<file path="src/rtl/bcdc_pkg.sv">
package bcdc_pkg;

    localparam int DIGIT_W = 4;

    typedef enum logic [0:0] {
        ST_IDLE = 1'b0,
        ST_RUN  = 1'b1
    } conv_state_e;

    // Pre-correction applied to one decimal digit between shifts
    function automatic logic [DIGIT_W-1:0] digit_fix(input logic [DIGIT_W-1:0] d);
        return (d > 4'd4) ? d + 4'd3 : d;
    endfunction

endpackage

</file>
<file path="src/rtl/bcdc_step.sv">
module bcdc_step
    import bcdc_pkg::*;
#(
    parameter int DIGITS = 3
) (
    input  logic [DIGITS*DIGIT_W-1:0] acc_in,
    input  logic                      bit_in,
    input  logic                      last,
    output logic [DIGITS*DIGIT_W-1:0] acc_out
);
    localparam int ACC_W = DIGITS * DIGIT_W;

    logic [ACC_W-1:0] shifted;

    assign shifted = {acc_in[ACC_W-2:0], bit_in};

    // Each digit is corrected on its own, except after the final shift
    for (genvar g = 0; g < DIGITS; g++) begin : g_digit
        assign acc_out[g*DIGIT_W +: DIGIT_W] =
            last ? shifted[g*DIGIT_W +: DIGIT_W]
                 : digit_fix(shifted[g*DIGIT_W +: DIGIT_W]);
    end

endmodule

</file>
<file path="src/rtl/bcdc_ctrl.sv">
module bcdc_ctrl
    import bcdc_pkg::*;
#(
    parameter int BIN_W = 8
) (
    input  logic clk,
    input  logic rst,
    input  logic start,
    output logic load,
    output logic busy,
    output logic last_step,
    output logic done
);
    localparam int CNT_W = (BIN_W > 1) ? $clog2(BIN_W) : 1;
    localparam logic [CNT_W-1:0] LAST_CNT = CNT_W'(BIN_W - 1);

    conv_state_e      state;
    logic [CNT_W-1:0] step_cnt;

    assign busy      = (state == ST_RUN);
    assign load      = (state == ST_IDLE) && start;
    assign last_step = busy && (step_cnt == LAST_CNT);

    always_ff @(posedge clk) begin
        if (rst) begin
            state    <= ST_IDLE;
            step_cnt <= '0;
            done     <= 1'b0;
        end else begin
            done <= 1'b0;
            unique case (state)
                ST_IDLE: begin
                    if (start) begin
                        state    <= ST_RUN;
                        step_cnt <= '0;
                    end
                end
                ST_RUN: begin
                    step_cnt <= step_cnt + 1'b1;
                    if (last_step) begin
                        state <= ST_IDLE;
                        done  <= 1'b1;
                    end
                end
                default: state <= ST_IDLE;
            endcase
        end
    end

endmodule

</file>
<file path="src/rtl/bcd_seq_conv.sv">
module bcd_seq_conv
    import bcdc_pkg::*;
#(
    parameter int BIN_W  = 8,
    parameter int DIGITS = 3
) (
    input  logic                      clk,
    input  logic                      rst,
    input  logic                      start,
    input  logic [BIN_W-1:0]          bin_in,
    output logic                      busy,
    output logic                      done,
    output logic [DIGITS*DIGIT_W-1:0] bcd_out
);
    localparam int ACC_W = DIGITS * DIGIT_W;

    logic             load;
    logic             last_step;
    logic [BIN_W-1:0] opnd_q;
    logic [ACC_W-1:0] acc_q;
    logic [ACC_W-1:0] acc_nxt;

    bcdc_ctrl #(.BIN_W(BIN_W)) u_ctrl (
        .clk       (clk),
        .rst       (rst),
        .start     (start),
        .load      (load),
        .busy      (busy),
        .last_step (last_step),
        .done      (done)
    );

    bcdc_step #(.DIGITS(DIGITS)) u_step (
        .acc_in  (acc_q),
        .bit_in  (opnd_q[BIN_W-1]),
        .last    (last_step),
        .acc_out (acc_nxt)
    );

    always_ff @(posedge clk) begin
        if (rst) begin
            opnd_q  <= '0;
            acc_q   <= '0;
            bcd_out <= '0;
        end else begin
            if (load) begin
                opnd_q <= bin_in;
                acc_q  <= '0;
            end else if (busy) begin
                opnd_q <= {opnd_q[BIN_W-2:0], 1'b0};
                acc_q  <= acc_nxt;
            end
            if (last_step) begin
                bcd_out <= acc_nxt;
            end
        end
    end

endmodule

</file>
<file path="config.mk">
export PLATFORM = sky130hd
export DESIGN_NAME = bcd_seq_conv
export DESIGN_NICKNAME = d
export VERILOG_FILES = /design/src/rtl/bcdc_pkg.sv /design/src/rtl/bcdc_step.sv /design/src/rtl/bcdc_ctrl.sv /design/src/rtl/bcd_seq_conv.sv
export SDC_FILE = /design/constraint.sdc
export NUM_CORES = 1
export LEC_CHECK = 0
export ABC_AREA = 0
export BUFFER_PORTS_ARGS = -buffer_cell sky130_fd_sc_hd__buf_2
export CAP_MARGIN = 20
export CORE_MARGIN = 4
export CORE_UTILIZATION = 55
export DETAILED_ROUTE_END_ITERATION = 8
export PLACE_DENSITY = 0.8
export SETUP_SLACK_MARGIN = 0.1
export SLEW_MARGIN = 0
export SYNTH_ARGS = -nofsm -noshare
export SYNTH_HDL_FRONTEND = slang
export SYNTH_SLANG_ARGS = --single-unit
</file>
<file path="constraint.sdc">
create_clock -name clk -period 2.1 [get_ports clk]
set_input_delay 0.42 -clock clk [delete_from_list [all_inputs] [get_ports clk]]
set_output_delay 0.42 -clock clk [all_outputs]
set_load 0.05 [all_outputs]
</file>
==> metrics.csv <==
metric,value,unit
area of the die,0.00402,mm2
worst reg2reg path startpoint,u_ctrl.step_cnt[0],
WL/cell,12.1,um
# diodes,0,
"Slew Viols, Final",0,
hold_buf cts,0,
# clock sinks,36,
DR iter-0 viols,46,
Pwr Density,673,mW/mm2
Worst Hold Launch,bin_in[0],
top routing layer in use,met4,
post-synth cell types,20,
ys async rst share,0,
number of fillers in the final layout,270,
critical path launch point,u_ctrl.busy,
crit-path leading delay family,flip-flops,
post-place instance area,0.00181,mm2
CP max stage delay,600,ps
critical path type,reg -> out,
Core Area,0.00285,mm2
DRC Markers,0,
Hold Path Class,in -> reg,
layout cells sized above 1,0.167,
final worst-path cycle share,0.809,
Max-cap violations,0,
Final Cell Area,0.00187,mm2
fin crit period,1700,ps
DRT met1 WL,1.47,mm
met2 wire len,1.50,mm
syn_nets,223,
total setup buffers inserted after CTS,0,
Peak Freq,589,MHz
CP Cell Sequence,buf_2,
Register Area,721,um2
RSZ-0062 raised after global routing,no,
arrival time at the worst endpoint,1280,ps
Slew HR,0.705,
total gr overflow,0,
CP Max Fanout,13,
warnings from Yosys,0,
Via-to-Cell Ratio,5.31,
Synth top area share,0.427,
top-count cell post-synth,dfxtp_1,
Syn-to-layout area delta,10.8,%
GP Congestion,0.768,
initial antenna violation count,0,
Syn Inst Count,204,
"CTS clk-pin slew, worst paths",100,ps
port bufs,24,
met3 wire len,110,um
total CTS buffers,5,
largest net degree at the start of global routing,25,
sequential fraction of the synthesis area,0.427,
Initial Util,0.591,
CP Buf/Inv Count,1,
status,"complete, no violations",
setup_tns,0,ps
Synth Cell Area,0.00169,mm2
"area leader, netlist",dfxtp_1,
dpl hpwl,2.22,mm
Top Ports,25,
Static Leak,0.741,nW
Die H,63.4,um
vias in the first global route,1314,
cts repair resizes,0,
clk_lat worst skew,340,ps
Final Hold Viols,0,
root buffer cell,clkbuf_4,
via count of the routed design,1370,
Synth top cells by count,"dfxtp_1, nand2_1, a21oi_1, nor2_1, inv_1",
GRT Overall Usage,0.174,
FP Rows,19,
"EDFF count, synth",0,
skew final,9.18,ps
Synth Flop Type,dfxtp_1,
CTS tree,built,
"slowest stage cell, crit path",dfxtp_1,
Seq cells post-synth,36,
VDD IR max,525,uV
"Req. time, crit path",1680,ps
"Avg Cell Area, Syn",8.27,um2
Die Span X,63.4,um
clock tree buffer depth,2,
multi-input logic area,855,um2
CP Launch Type,flip-flop,
total wire length,3.13,mm
DRT Pass-1 Iters,4,
ANT nets after route,0,
Setup crit end kind,output port,
number of nets in the layout,245,
top post-synthesis cells by area,"dfxtp_1, a21oi_1, nand2_1",
final number of setup-violating endpoints,0,
first-pass GRT wire length,5.69,mm
CTS H-Tree Depth,2,
worst-margin pin slew,443,ps
-- path summary, 6_finish.rpt --
| kind | end | slack (ps) | cells past startpoint |
|---|---|---|---|
| worst max-delay path | busy | 400 | 1 |
| worst min-delay path | opnd_q[0] | 390 | 3 |
| worst max register to register | acc_q[2] | 430 | 6 |
| worst min register to register | bcd_out[2] | 460 | 2 |
-- state kept, by name (all words and copies together), names as in the netlist --
name / count
acc_q: 11
bcd_out: 12
opnd_q: 8
u_ctrl.busy: 1
u_ctrl.done: 1
u_ctrl.step_cnt: 3
-- per-layer routing --
| metal | vias up | global-route usage |
|---|---|---|
| li1 | 723 | - |
| met1 | 619 | 0.206 |
| met2 | 20 | 0.301 |
| met3 | 8 | 0.0426 |
| met4 | 0 | 0.0647 |
| met5 | - | 0 |
-- cell usage in the layout, fill, tap and decap left out, types with 3 or more instances in the layout --
master and n:
dfxtp_1 36, nand2_1 31, a21oi_1 30, nor2_1 29, buf_2 24, inv_1 12, mux2i_1 10, a211oi_1 10
ha_1 8, xnor2_1 7, clkbuf_4 5, buf_4 4, nand2b_1 3, a211oi_2 3, and2_1 3, o221ai_1 3
-- stage by stage --
| step | worst slack, ps | utilization | instances | power [mW] | hold slack [ps] |
|---|---|---|---|---|---|
| 6_report | 401 | 0.655 | 258 | 1.26 | 391 |
| 2_1_floorplan | 519 | - | 204 | 0.855 | 445 |
| 3_3_place_gp | 500 | 0.634 | 250 | 0.885 | 441 |
| 5_1_grt | 285 | 0.655 | 258 | 1.32 | 449 |
| 4_1_cts | 383 | 0.655 | 258 | 1.27 | 398 |
| 3_5_place_dp | 438 | 0.634 | 250 | 0.890 | 445 |
-- area by class of cell --
cell class	instances	share of cell area
multi-input cells	143	0.457
flip-flops and latches	36	0.386
repair buffers	28	0.0804
clock buffers	8	0.0315
inverters	12	0.0241
well taps	31	0.0208
-- power by group --
part           total [mW]  internal (mW)  switching, mW
Sequential          0.729          0.705         0.0231
Clock               0.385          0.165          0.220
Combinational       0.144         0.0623         0.0817
Total                1.26          0.933          0.325
-- kinds of logic (layout without fill, tap and decap cells) --
group / after synthesis / in the layout / share of synthesized area
buf+inv: 25 / 48 / 0.0660
compound gates: 47 / 47 / 0.176
flops: 36 / 36 / 0.427
mux: 10 / 10 / 0.0593
simple gates: 71 / 71 / 0.176
fa+ha+maj: 8 / 8 / 0.0593
xor+xnor: 7 / 7 / 0.0364
Power figures use the tool's default switching activity.
